### src/rtl/lbi_pkg.sv
package lbi_pkg;
  localparam int LBI_DEC_AW = 12;
  localparam logic [LBI_DEC_AW-1:0] LBI_OFF_VEC  = 12'h000;
  localparam logic [LBI_DEC_AW-1:0] LBI_OFF_MASK = 12'h002;
  localparam int LBI_VEC_SHIFT = 2;

  typedef enum logic [1:0] {
    LBI_REG_NONE = 2'd0,
    LBI_REG_VEC  = 2'd1,
    LBI_REG_MASK = 2'd2
  } lbi_reg_e;
endpackage

### src/rtl/lbi_rst_sync.sv
module lbi_rst_sync #(
  parameter int STAGES = 2
) (
  input  logic clk,
  input  logic rst_n,
  output logic rst_sync_n
);
  logic [STAGES-1:0] chain_q;
  logic [STAGES-1:0] chain_d;

  always_comb begin
    chain_d = {chain_q[STAGES-2:0], 1'b1};
  end

  always_ff @(posedge clk or negedge rst_n) begin
    if (!rst_n) chain_q <= '0;
    else        chain_q <= chain_d;
  end

  assign rst_sync_n = chain_q[STAGES-1];
endmodule

### src/rtl/lbi_source_latch.sv
module lbi_source_latch #(
  parameter int NUM_SRC = 16
) (
  input  logic               clk,
  input  logic               rst_n,
  input  logic [NUM_SRC-1:0] irq_lines,
  output logic [NUM_SRC-1:0] src_q
);
  generate
    for (genvar g = 0; g < NUM_SRC; g++) begin : g_bit
      logic bit_d;
      logic bit_en;
      always_comb begin
        bit_d  = irq_lines[g];
        bit_en = (bit_d != src_q[g]);
      end
      always_ff @(posedge clk or negedge rst_n) begin
        if (!rst_n)      src_q[g] <= 1'b0;
        else if (bit_en) src_q[g] <= bit_d;
      end
    end
  endgenerate
endmodule

### src/rtl/lbi_first_pending.sv
module lbi_first_pending #(
  parameter int NUM_SRC = 16,
  parameter int DATA_W  = 16
) (
  input  logic [NUM_SRC-1:0] pend,
  output logic [DATA_W-1:0]  vec_code
);
  import lbi_pkg::*;
  localparam int IDX_W = (NUM_SRC > 1) ? $clog2(NUM_SRC) : 1;

  logic [IDX_W-1:0] idx;
  logic             any;

  always_comb begin
    idx = '0;
    any = 1'b0;
    for (int k = NUM_SRC - 1; k >= 0; k--) begin
      if (pend[k]) begin
        idx = IDX_W'(k);
        any = 1'b1;
      end
    end
  end

  always_comb begin
    if (any) vec_code = (DATA_W'(idx) + DATA_W'(1)) << LBI_VEC_SHIFT;
    else     vec_code = '0;
  end
endmodule

### src/rtl/lbi_csr.sv
module lbi_csr #(
  parameter int                   NUM_SRC  = 16,
  parameter int                   DATA_W   = 16,
  parameter int                   BUS_AW   = 16,
  parameter logic [NUM_SRC-1:0]   MASK_RST = 16'h0010
) (
  input  logic               clk,
  input  logic               rst_n,
  input  logic [BUS_AW-1:0]  bus_addr,
  input  logic               bus_rd,
  input  logic               bus_wr,
  input  logic [DATA_W-1:0]  bus_wdata,
  input  logic [DATA_W-1:0]  vec_code,
  output logic [NUM_SRC-1:0] mask_q,
  output logic [NUM_SRC-1:0] mask_d,
  output logic [DATA_W-1:0]  bus_rdata
);
  import lbi_pkg::*;

  logic [LBI_DEC_AW-1:0] addr_lo;
  lbi_reg_e              reg_sel;
  logic                  mask_en;

  assign addr_lo = bus_addr[LBI_DEC_AW-1:0];

  always_comb begin
    unique case (addr_lo)
      LBI_OFF_VEC:  reg_sel = LBI_REG_VEC;
      LBI_OFF_MASK: reg_sel = LBI_REG_MASK;
      default:      reg_sel = LBI_REG_NONE;
    endcase
  end

  always_comb begin
    mask_en = bus_wr && (reg_sel == LBI_REG_MASK);
    mask_d  = mask_en ? bus_wdata[NUM_SRC-1:0] : mask_q;
  end

  always_ff @(posedge clk or negedge rst_n) begin
    if (!rst_n)       mask_q <= MASK_RST;
    else if (mask_en) mask_q <= mask_d;
  end

  always_comb begin
    bus_rdata = '0;
    if (bus_rd) begin
      case (reg_sel)
        LBI_REG_VEC:  bus_rdata = vec_code;
        LBI_REG_MASK: bus_rdata = DATA_W'(mask_q);
        default:      bus_rdata = '0;
      endcase
    end
  end
endmodule

### src/rtl/lbi_intr_encoder.sv
module lbi_intr_encoder #(
  parameter int                 NUM_SRC  = 16,
  parameter int                 DATA_W   = 16,
  parameter int                 BUS_AW   = 16,
  parameter logic [NUM_SRC-1:0] MASK_RST = 16'h0010
) (
  input  logic               clk,
  input  logic               rst_n,
  input  logic [NUM_SRC-1:0] irq_lines,
  input  logic [BUS_AW-1:0]  bus_addr,
  input  logic               bus_rd,
  input  logic               bus_wr,
  input  logic [DATA_W-1:0]  bus_wdata,
  output logic [DATA_W-1:0]  bus_rdata,
  output logic               irq_out
);
  logic               rst_sync_n;
  logic [NUM_SRC-1:0] src_q;
  logic [NUM_SRC-1:0] mask_q;
  logic [NUM_SRC-1:0] mask_d;
  logic [NUM_SRC-1:0] pend;
  logic [DATA_W-1:0]  vec_code;
  logic               irq_d;
  logic               irq_en;

  lbi_rst_sync #(.STAGES(2)) u_rst (
    .clk(clk), .rst_n(rst_n), .rst_sync_n(rst_sync_n)
  );

  lbi_source_latch #(.NUM_SRC(NUM_SRC)) u_src (
    .clk(clk), .rst_n(rst_sync_n), .irq_lines(irq_lines), .src_q(src_q)
  );

  assign pend = src_q & mask_q;

  lbi_first_pending #(.NUM_SRC(NUM_SRC), .DATA_W(DATA_W)) u_enc (
    .pend(pend), .vec_code(vec_code)
  );

  lbi_csr #(.NUM_SRC(NUM_SRC), .DATA_W(DATA_W), .BUS_AW(BUS_AW),
            .MASK_RST(MASK_RST)) u_csr (
    .clk(clk), .rst_n(rst_sync_n), .bus_addr(bus_addr), .bus_rd(bus_rd),
    .bus_wr(bus_wr), .bus_wdata(bus_wdata), .vec_code(vec_code),
    .mask_q(mask_q), .mask_d(mask_d), .bus_rdata(bus_rdata)
  );

  always_comb begin
    irq_d  = |(irq_lines & mask_d);
    irq_en = (irq_d != irq_out);
  end

  always_ff @(posedge clk or negedge rst_sync_n) begin
    if (!rst_sync_n)  irq_out <= 1'b0;
    else if (irq_en)  irq_out <= irq_d;
  end
endmodule

### config.mk
export PLATFORM = sky130hd
export DESIGN_NAME = lbi_intr_encoder
export DESIGN_NICKNAME = d
export VERILOG_FILES = /design/src/rtl/lbi_pkg.sv /design/src/rtl/lbi_rst_sync.sv /design/src/rtl/lbi_source_latch.sv /design/src/rtl/lbi_first_pending.sv /design/src/rtl/lbi_csr.sv /design/src/rtl/lbi_intr_encoder.sv
export SDC_FILE = /design/constraint.sdc
export NUM_CORES = 1
export LEC_CHECK = 0
export ABC_AREA = 1
export BUFFER_PORTS_ARGS = -buffer_cell sky130_fd_sc_hd__buf_2
export CAP_MARGIN = 20
export CORE_ASPECT_RATIO = 0.5
export CORE_UTILIZATION = 44
export DETAILED_ROUTE_END_ITERATION = 6
export PLACE_DENSITY_LB_ADDON = 0.3
export SYNTH_ARGS = -nofsm -noshare
export SYNTH_HDL_FRONTEND = slang
export SYNTH_SLANG_ARGS = --single-unit
### constraint.sdc
create_clock -name clk -period 2.15 [get_ports clk]
set_input_delay 0.3225 -clock clk [delete_from_list [all_inputs] [get_ports clk]]
set_output_delay 0.3225 -clock clk [all_outputs]
set_load 0.01 [all_outputs]
# Word-level counts from Yosys, hierarchy flattened
# Index checks and enable logic that the tools add are counted.
[word_totals]
register_bits = 35
latch_bits = 0
mem_bits_rw = 0
romBits = 0
input_bits = 52
output_inout_bits = 17
elab_cells = 82
mem_count = 0
[op_classes]
addsub = 1
mul = 0
n_div = 0
order_cmp = 0
eq_ne = 20
shifts = 0
mux = 37
n_bitwise = 2
n_reduce_logical = 3
[ops]
columns = ["op", "n"]
rows = [
  ["$mux 4", 16],
  ["$mux 16", 3],
  ["$and 16x16->16", 2],
  ["$pmux 16 s2", 1],
  ["$ne 1x1->1", 17],
  ["$mux 1", 16],
  ["$reduce_or 16->1", 1],
  ["$eq 12x2->1 const B", 1],
  ["$logic_not 12->1", 1],
  ["$add 4x1->5 const B", 1],
  ["$pmux 2 s2", 1],
  ["$eq 2x1->1 const B", 1],
  ["$eq 2x2->1 const B", 1],
  ["$logic_and 1x1->1", 1],
]

# Logic depth before layout (Yosys ltp)
# Gate-level depths: netlist of run 1.
[logic_depth]
word_depth = 21
depth_mapped = 23

# By module
# A second synthesis of run 1 with hierarchy kept.
[hier_totals]
hier_cells = 349
area_unflattened_um2 = 2387.3
[modules_own_cells]
columns = ["mod", "instances", "cells_each", "area_each_um2"]
rows = [
  ["lbi_csr", 1, 170, 1188.6],
  ["lbi_source_latch", 1, 32, 460.4],
  ["lbi_first_pending", 1, 76, 405.4],
  ["lbi_intr_encoder", 1, 68, 279.0],
  ["lbi_rst_sync", 1, 3, 53.8],
]

# Worst setup path before layout of run 1
# No wires, ideal clock.
[synth_path]
kind = "input to register"
start = "input bus_addr[7]"
end = "register irq_out"
setup_ns = 0.140
arrival_time_ns = 2.058
slack_ns = -0.049
path_stages = 13
n_path_buf = 2
path_cell_list = "nor4_1 -> nand2_1 -> nor4_1 -> ha_1 -> buf_2 -> nand2_2 -> buf_2 -> nor2_1 -> a21oi_1 -> nand2_1 -> nand2_1 -> a221oi_1 -> nand4_1"
[synth_between]
elab_chain_cells = 8
word_cells_on_any_way = 9
[synth_lines]
columns = ["item", "line_no", "source"]
rows = [
  ["from (decl)", "lbi_intr_encoder.sv:10", "input logic [BUS_AW-1:0] bus_addr,"],
  ["$eq 12x2->1 or $logic_not 12->1 (tied branches)", "lbi_csr.sv:27", "unique case (addr_lo)"],
  ["$pmux 2 s2 (*)", "lbi_csr.sv:27", ""],
  ["$eq 2x2->1 (*)", "lbi_csr.sv:35", "mask_en = bus_wr && (reg_sel == LBI_REG_MASK);"],
  ["$logic_and 1x1->1 (*)", "lbi_csr.sv:35", ""],
  ["$mux 16 (*)", "lbi_csr.sv:36", "mask_d = mask_en ? bus_wdata[NUM_SRC-1:0] : mask_q;"],
  ["$and 16x16->16 (*)", "lbi_intr_encoder.sv:48", "irq_d = |(irq_lines & mask_d);"],
  ["$reduce_or 16->1 (*)", "lbi_intr_encoder.sv:48", ""],
  ["$ne 1x1->1", "lbi_intr_encoder.sv:49", "irq_en = (irq_d != irq_out);"],
  ["to (signal assigned)", "lbi_intr_encoder.sv:54", "else if (irq_en) irq_out <= irq_d;"],
  ["to (decl)", "lbi_intr_encoder.sv:15", "output logic irq_out"],
]
# Every way passes the cells marked *; elsewhere a longest branch is shown, timed or not.
# A chain may end at the register's enable or synchronous reset.

# Worst setup path after layout of run 1
[layout_path]
start = "register u_csr.mask_q[15]"
end = "output bus_rdata[4]"
[layout_between]
elab_chain_cells = 21
word_cells_on_any_way = 37
[layout_lines]
columns = ["item", "line_no", "source"]
rows = [
  ["from (decl)", "lbi_csr.sv:14", "output logic [NUM_SRC-1:0] mask_q,"],
  ["from (signal assigned)", "lbi_csr.sv:41", "else if (mask_en) mask_q <= mask_d;"],
  ["$and 16x16->16 (*)", "lbi_intr_encoder.sv:34", "assign pend = src_q & mask_q;"],
  ["$mux 4 (16 in series)", "lbi_first_pending.sv:18", "if (pend[k]) begin"],
  ["$add 4x1->5", "lbi_first_pending.sv:26", "if (any) vec_code = (DATA_W'(idx) + DATA_W'(1)) << LBI_VEC_SHIFT;"],
  ["$mux 16 (*)", "lbi_first_pending.sv:26", ""],
  ["$pmux 16 s2 (*)", "lbi_csr.sv:47", "case (reg_sel)"],
  ["$mux 16 (*)", "lbi_csr.sv:46", "if (bus_rd) begin"],
  ["to (decl)", "lbi_intr_encoder.sv:14", "output logic [DATA_W-1:0] bus_rdata,"],
]
# Marks and branches as above.

==> flow_summary.ini, run 1 <==
[setup_path]
cp.required_ns = 1.83
cp_top_family = simple AND/OR/NAND/NOR gates
path_class = flip-flop to output pin
crit_path_frequent_cell = nand2_1
cp-startpoint = u_csr.mask_q[15]
cpPeakStageDelay_ns = 0.38
cp.arrival_ns = 2.39
crit_path_max_fanout = 2
reg2reg_from = u_csr.mask_q[5]
cp_slowest_cell = dfrtp_1
cp_cell_sequence = nand2_1 -> inv_1 -> nand2_1 -> nand2_1 -> nand2_1 -> nand2_1 -> nand2_1 -> nand2_1 -> nand2_1 -> nand2_1 -> nand2_1 -> nand2_1 -> nand2_1 -> nand2_1 -> nand2_1 -> nand2_2 -> nand2_2 -> inv_2 -> ha_4 -> inv_2 -> nor2_2 -> nand3b_1 -> a21oi_2 -> buf_2
path_buf_inv = 4
start_kind = flip-flop
end_kind = output pin

[logic_synthesis]
async_flop_share = 1.000
ys_top_cells_by_area = dfrtp_1 (48%), nand2_1 (11%), nor2_1 (6.6%)
synth_seq_cells = 35
synthesis.nets = 275
synth_common_cells = nand2_1 (53), dfrtp_1 (34), nor2_1 (31)
syn_area_per_cell_um2 = 8.030
synth.yosys.seq_area_share = 0.4965
yosys_warnings = 0
synth_area_um2 = 1767
synth_cells = 220
synth_edf_count = 0
synth_cell_type_count = 26
synth_largest_area_cell = dfrtp_1
yosysTopAreaCellShare = 0.4816
synth.most_common_cell = nand2_1
yosys_most_used_dff = dfrtp_1

[sta]
rsz0062_at_grt = true
period_minus_slack_ns = 2.709
max_freq_mhz = 369.1
clock_skew_ns = 0.003717
finalWorstSetupSlack_ns = -0.5592
holdWs_ns = 0.1522
min_period_over_period = 1.260
setup_violations = 16
drv_slew = 0
hold_viol_final = 0

[final_layout]
final_util = 0.6998
final_nets = 348
final_area_um2 = 2535
fillers = 289
diodes = 0
drive_above_1_share = 0.4456
area_growth_pct = 43.48

[placed_design]
gp_congestion = 0.7689
io_buffers = 64
place_worst_setup_slack_ns = -0.3360
place_area_um2 = 2201
dp_hpwl_um = 3161

[route]
first_iter_violations = 81
dr_total_vias = 1638
wl_um = 4478
post_drt_wl_per_cell_um = 12.98
viasPerCell = 4.748
dr.pass1.iters = 5
drc = 0
ant_nets = 0

[global_route]
antenna_found_initial = 0
overflow = 0
groute.usage.overall = 0.2107
grt_pass1_vias = 1520
grt_max_degree = 34
grt_pass1_wl_um = 6499

[clock_tree]
clkTransAtPathRegs_ns = 0.06
clock_path_buffers = 2
cts_tree = yes
clock-sinks = 35
cts_buffers = 5
clkLatencyLatePin_ns = 0.29
root_buffer = clkbuf_8
htreeDepth = 2

[pwr]
p_total_mw = 1.285
leakagePower_nw = 1.402
ir_drop_uv = 450.7
power.density_nw_per_um2 = 506.9

[min_path]
hold_class = input port to flip-flop
hp-start = irq_lines[4]

[die]
rows = 15
start_util = 0.4877
die_w_um = 91.61
die_h_um = 46.81
io_pins = 69
fp.dieArea_um2 = 4288
core_um2 = 3622

[run]
drv_cap = 0

[outcome]
status = finished with violations
violations = negative setup slack
per-stage QoR:
step                      cells  setup TNS, ns
after floorplan             220              0
after global placement      328        -0.6018
after detailed placement    328         -1.915
after CTS                   340         -3.108
after global routing        345         -5.340
final                       345         -3.040
what timing repair did:
action | in CTS | in global routing
hold buffers | 1 | 0
hold endpoints to repair | 2 | 0
pin swaps | 9 | 11
endpoints found under the setup margin | 17 | 17
resized for setup | 13 | 19
setup buffers | 5 | 4
cloned | 0 | 1
state kept, by name, indices dropped and copies added (netlist names):
signal         cells
u_csr.mask_q      16
irq_out            1
u_src.src_q       16
u_rst.chain_q      2
worst reg2reg max path, stage by stage (launching register included):
cell and delay (ns):
dfrtp_1 0.40, mux2_2 0.30, a221oi_2 0.29, nand4_1 0.12
layout make-up:
class,count,area (um2),area share
multi-input combinational,141,844.6,0.3332
clock buffer,7,76.32,0.03011
tap,51,63.81,0.02517
clock inverter,1,5.005,0.001974
timing repair buffer,86,578.1,0.2280
inverter,24,90.09,0.03554
sequential,35,877.1,0.3460
layout by cell type, fill, tap and decap left out, types with 5 or more instances in the layout:
cell,count
buf_2,62
nand2_1,50
dfrtp_1,34
nor2_1,29
inv_1,22
nand2_2,14
a21oi_1,13
buf_4,11
buf_6,8
clkbuf_8,5
power by group:
part	internal (mW)	switching, mW	leakage (nW)	total, mW
clock network	0.227	0.217	0.0422	0.444
registers	0.677	0.00706	0.381	0.684
logic	0.0768	0.0803	0.979	0.157
routing by layer:
metal / part of all wire / vias up / global-route usage
met5: 0 / - / 0
met4: 0.0060 / 0 / 0.07937
met3: 0.057 / 2 / 0.06149
met2: 0.47 / 48 / 0.3789
met1: 0.47 / 763 / 0.2536
li1: - / 825 / -
final timing paths:
kind,end,slack [ns],depth (start not counted)
max,bus_rdata[4],-0.56,24
min,u_src.src_q[4],0.15,1
max reg2reg,irq_out,0.90,3
min reg2reg,u_src.src_q[12],0.26,1
max in group asynchronous,u_csr.mask_q[4],1.56,1
min in group asynchronous,u_src.src_q[12],0.26,1
kinds of logic after synthesis:
kind of cell             after synthesis  share of synthesized area
AO/OA/AOI/OAI                         26                    0.09207
adder cells (fa/ha/maj)                3                    0.02125
buffers and inverters                 44                    0.09561
flip-flops                            35                     0.4965
multiplexers                           5                    0.03187
other                                  1                   0.002123
AND/OR/NAND/NOR                      106                     0.2606
(Power assumes the default switching activity.)
==> inputs of run 2 (changes only) <==
--- a/config.mk
+++ b/config.mk
@@ -11,7 +11,7 @@
 export CORE_ASPECT_RATIO = 0.5
 export CORE_UTILIZATION = 44
 export DETAILED_ROUTE_END_ITERATION = 6
-export PLACE_DENSITY_LB_ADDON = 0.3
+export PLACE_DENSITY = 0.73
 export SYNTH_ARGS = -nofsm -noshare
 export SYNTH_HDL_FRONTEND = slang
 export SYNTH_SLANG_ARGS = --single-unit
==> flow_summary.ini, run 2 (synthesized netlist as in run 1, its figures left out) <==
[outcome]
status = finished with violations
violations = negative setup slack

[setup_path]
cp.required_ns = 1.83
cp_cell_sequence = nand2_2 -> inv_1 -> nand2_1 -> nand2_1 -> nand2_1 -> nand2_1 -> nand2_1 -> nand2_1 -> nand2_1 -> nand2_1 -> nand2_1 -> nand2_1 -> nand2_1 -> nand2_1 -> nand2_1 -> nand2_2 -> nand2_2 -> inv_2 -> ha_4 -> inv_2 -> nor2_2 -> nand3b_1 -> a21oi_2 -> buf_2
cp-startpoint = u_csr.mask_q[15]
start_kind = flip-flop
crit_path_frequent_cell = nand2_1
reg2reg_from = u_csr.mask_q[4]
path_class = flip-flop to output pin
crit_path_max_fanout = 2
cpPeakStageDelay_ns = 0.39
rrSetupSlack_ns = 0.88
cp_slowest_cell = dfrtp_1
cp.arrival_ns = 2.29
end_kind = output pin
r2r-end = irq_out
rr_worst_depth = 5

[placed_design]
io_buffers = 64
gp_congestion = 0.7971
place_area_um2 = 2201
place_worst_setup_slack_ns = -0.3221
dp_hpwl_um = 3110

[clock_tree]
clkLatencyLatePin_ns = 0.29
htreeDepth = 2
cts_tree = yes
clkTransAtPathRegs_ns = 0.07
clock_path_buffers = 2
clock-sinks = 35
cts_buffers = 5
root_buffer = clkbuf_8

[final_layout]
area_growth_pct = 40.51
fillers = 296
final_cell_mix = buf_2 (64), nand2_1 (50), dfrtp_1 (34), nor2_1 (28), inv_1 (22)
drive_above_1_share = 0.4589
seq_area_um2 = 877.1
final_nets = 346
multi_input_area_um2 = 844.6
top_regs = u_csr.mask_q: 16 flops, u_src.src_q: 16 flops, u_rst.chain_q: 2 flops
diodes = 0
final_area_um2 = 2482
layout_commonest_cell = buf_2

[global_route]
groute.usage.overall = 0.2064
grt_pass1_wl_um = 6492
grt_pass1_vias = 1465
grt_max_degree = 34
antenna_found_initial = 0
overflow = 0

[die]
io_pins = 69
die_w_um = 91.61
rows = 15
die_h_um = 46.81
fp.dieArea_um2 = 4288
core_um2 = 3622
start_util = 0.4877

[route]
wl_um = 4325
post_drt_wl_per_cell_um = 12.61
drc = 0
viasPerCell = 4.819
dr_total_vias = 1653
dr.pass1.iters = 4
first_iter_violations = 60
ant_nets = 0

[sta]
max_freq_mhz = 383.2
finalWorstSetupSlack_ns = -0.4596
min_period_over_period = 1.214
rsz0062_at_grt = true
hold_viol_final = 0
setup_violations = 16
drv_slew = 0
clock_skew_ns = 0.002449
period_minus_slack_ns = 2.610

[min_path]
hold_depth = 1
holdPathEnd = u_src.src_q[4]
hp-start = irq_lines[4]
hold_class = input port to flip-flop

[run]
drv_cap = 0

[pwr]
ir_drop_uv = 367.1
power.density_nw_per_um2 = 516.0
leakagePower_nw = 1.379
[run 2: what timing repair did]
action | CTS | global route
setup endpoints to repair | 17 | 17
resized for setup | 10 | 17
setup buffers | 2 | 3
pin swaps | 6 | 10
hold buffers | 1 | 0
endpoints found under the hold margin | 2 | 0
cloned | 0 | 1
[run 2: worst max-delay path by stage]
stage                         endpoint  cells after the start  slack (ns)
final                     bus_rdata[4]                     24       -0.46
after global routing      bus_rdata[4]                     24       -0.65
after CTS                 bus_rdata[4]                     24       -0.50
after detailed placement       irq_out                     13       -0.32
after global placement         irq_out                     13       -0.25
after floorplan           bus_rdata[4]                     23        0.02
[run 2: metal layers]
metal	GRT usage	vias up	part of all wire
met5	0	-	0
met4	0.1238	0	0.021
met3	0.05178	11	0.066
met2	0.3398	56	0.45
met1	0.2605	763	0.46
li1	-	823	-
[run 2: worst max-delay path, delay by kind of cell (launching register included)]
kind | cells | cell delay [ns]
DFF | 1 | 0.39
buffers and inverters | 4 | 0.28
AOI/OAI and AO/OA | 1 | 0.12
and+or+nand+nor | 18 | 1.09
adders and majority gates | 1 | 0.15
[run 2: area by class of cell]
type / instances / share of cell area
clock buffer: 5 / 0.02772
sequential: 35 / 0.3533
inverter: 24 / 0.03629
clock inverter: 3 / 0.006048
timing repair buffer: 84 / 0.2107
tap: 51 / 0.02571
multi-input combinational: 141 / 0.3402
[run 2: power breakdown]
group,total [mW],switching (mW),internal [mW]
registers,0.684,0.00707,0.677
clock network,0.450,0.229,0.221
logic,0.147,0.0769,0.0698
total,1.28,0.313,0.968
[run 2: through the flow]
stage               cells    util  hold WS (ns)  power, mW  setup TNS [ns]
finish                343  0.6853        0.1482      1.281          -2.434
global route          343  0.6853        0.1442      1.334          -4.968
CTS                   339  0.6480        0.1433      1.281          -2.867
detailed placement    328  0.6076        0.1094     0.8209          -1.532
global placement      328  0.6076        0.1081     0.8167         -0.6189
floorplan             220       -       0.02691     0.7570               0
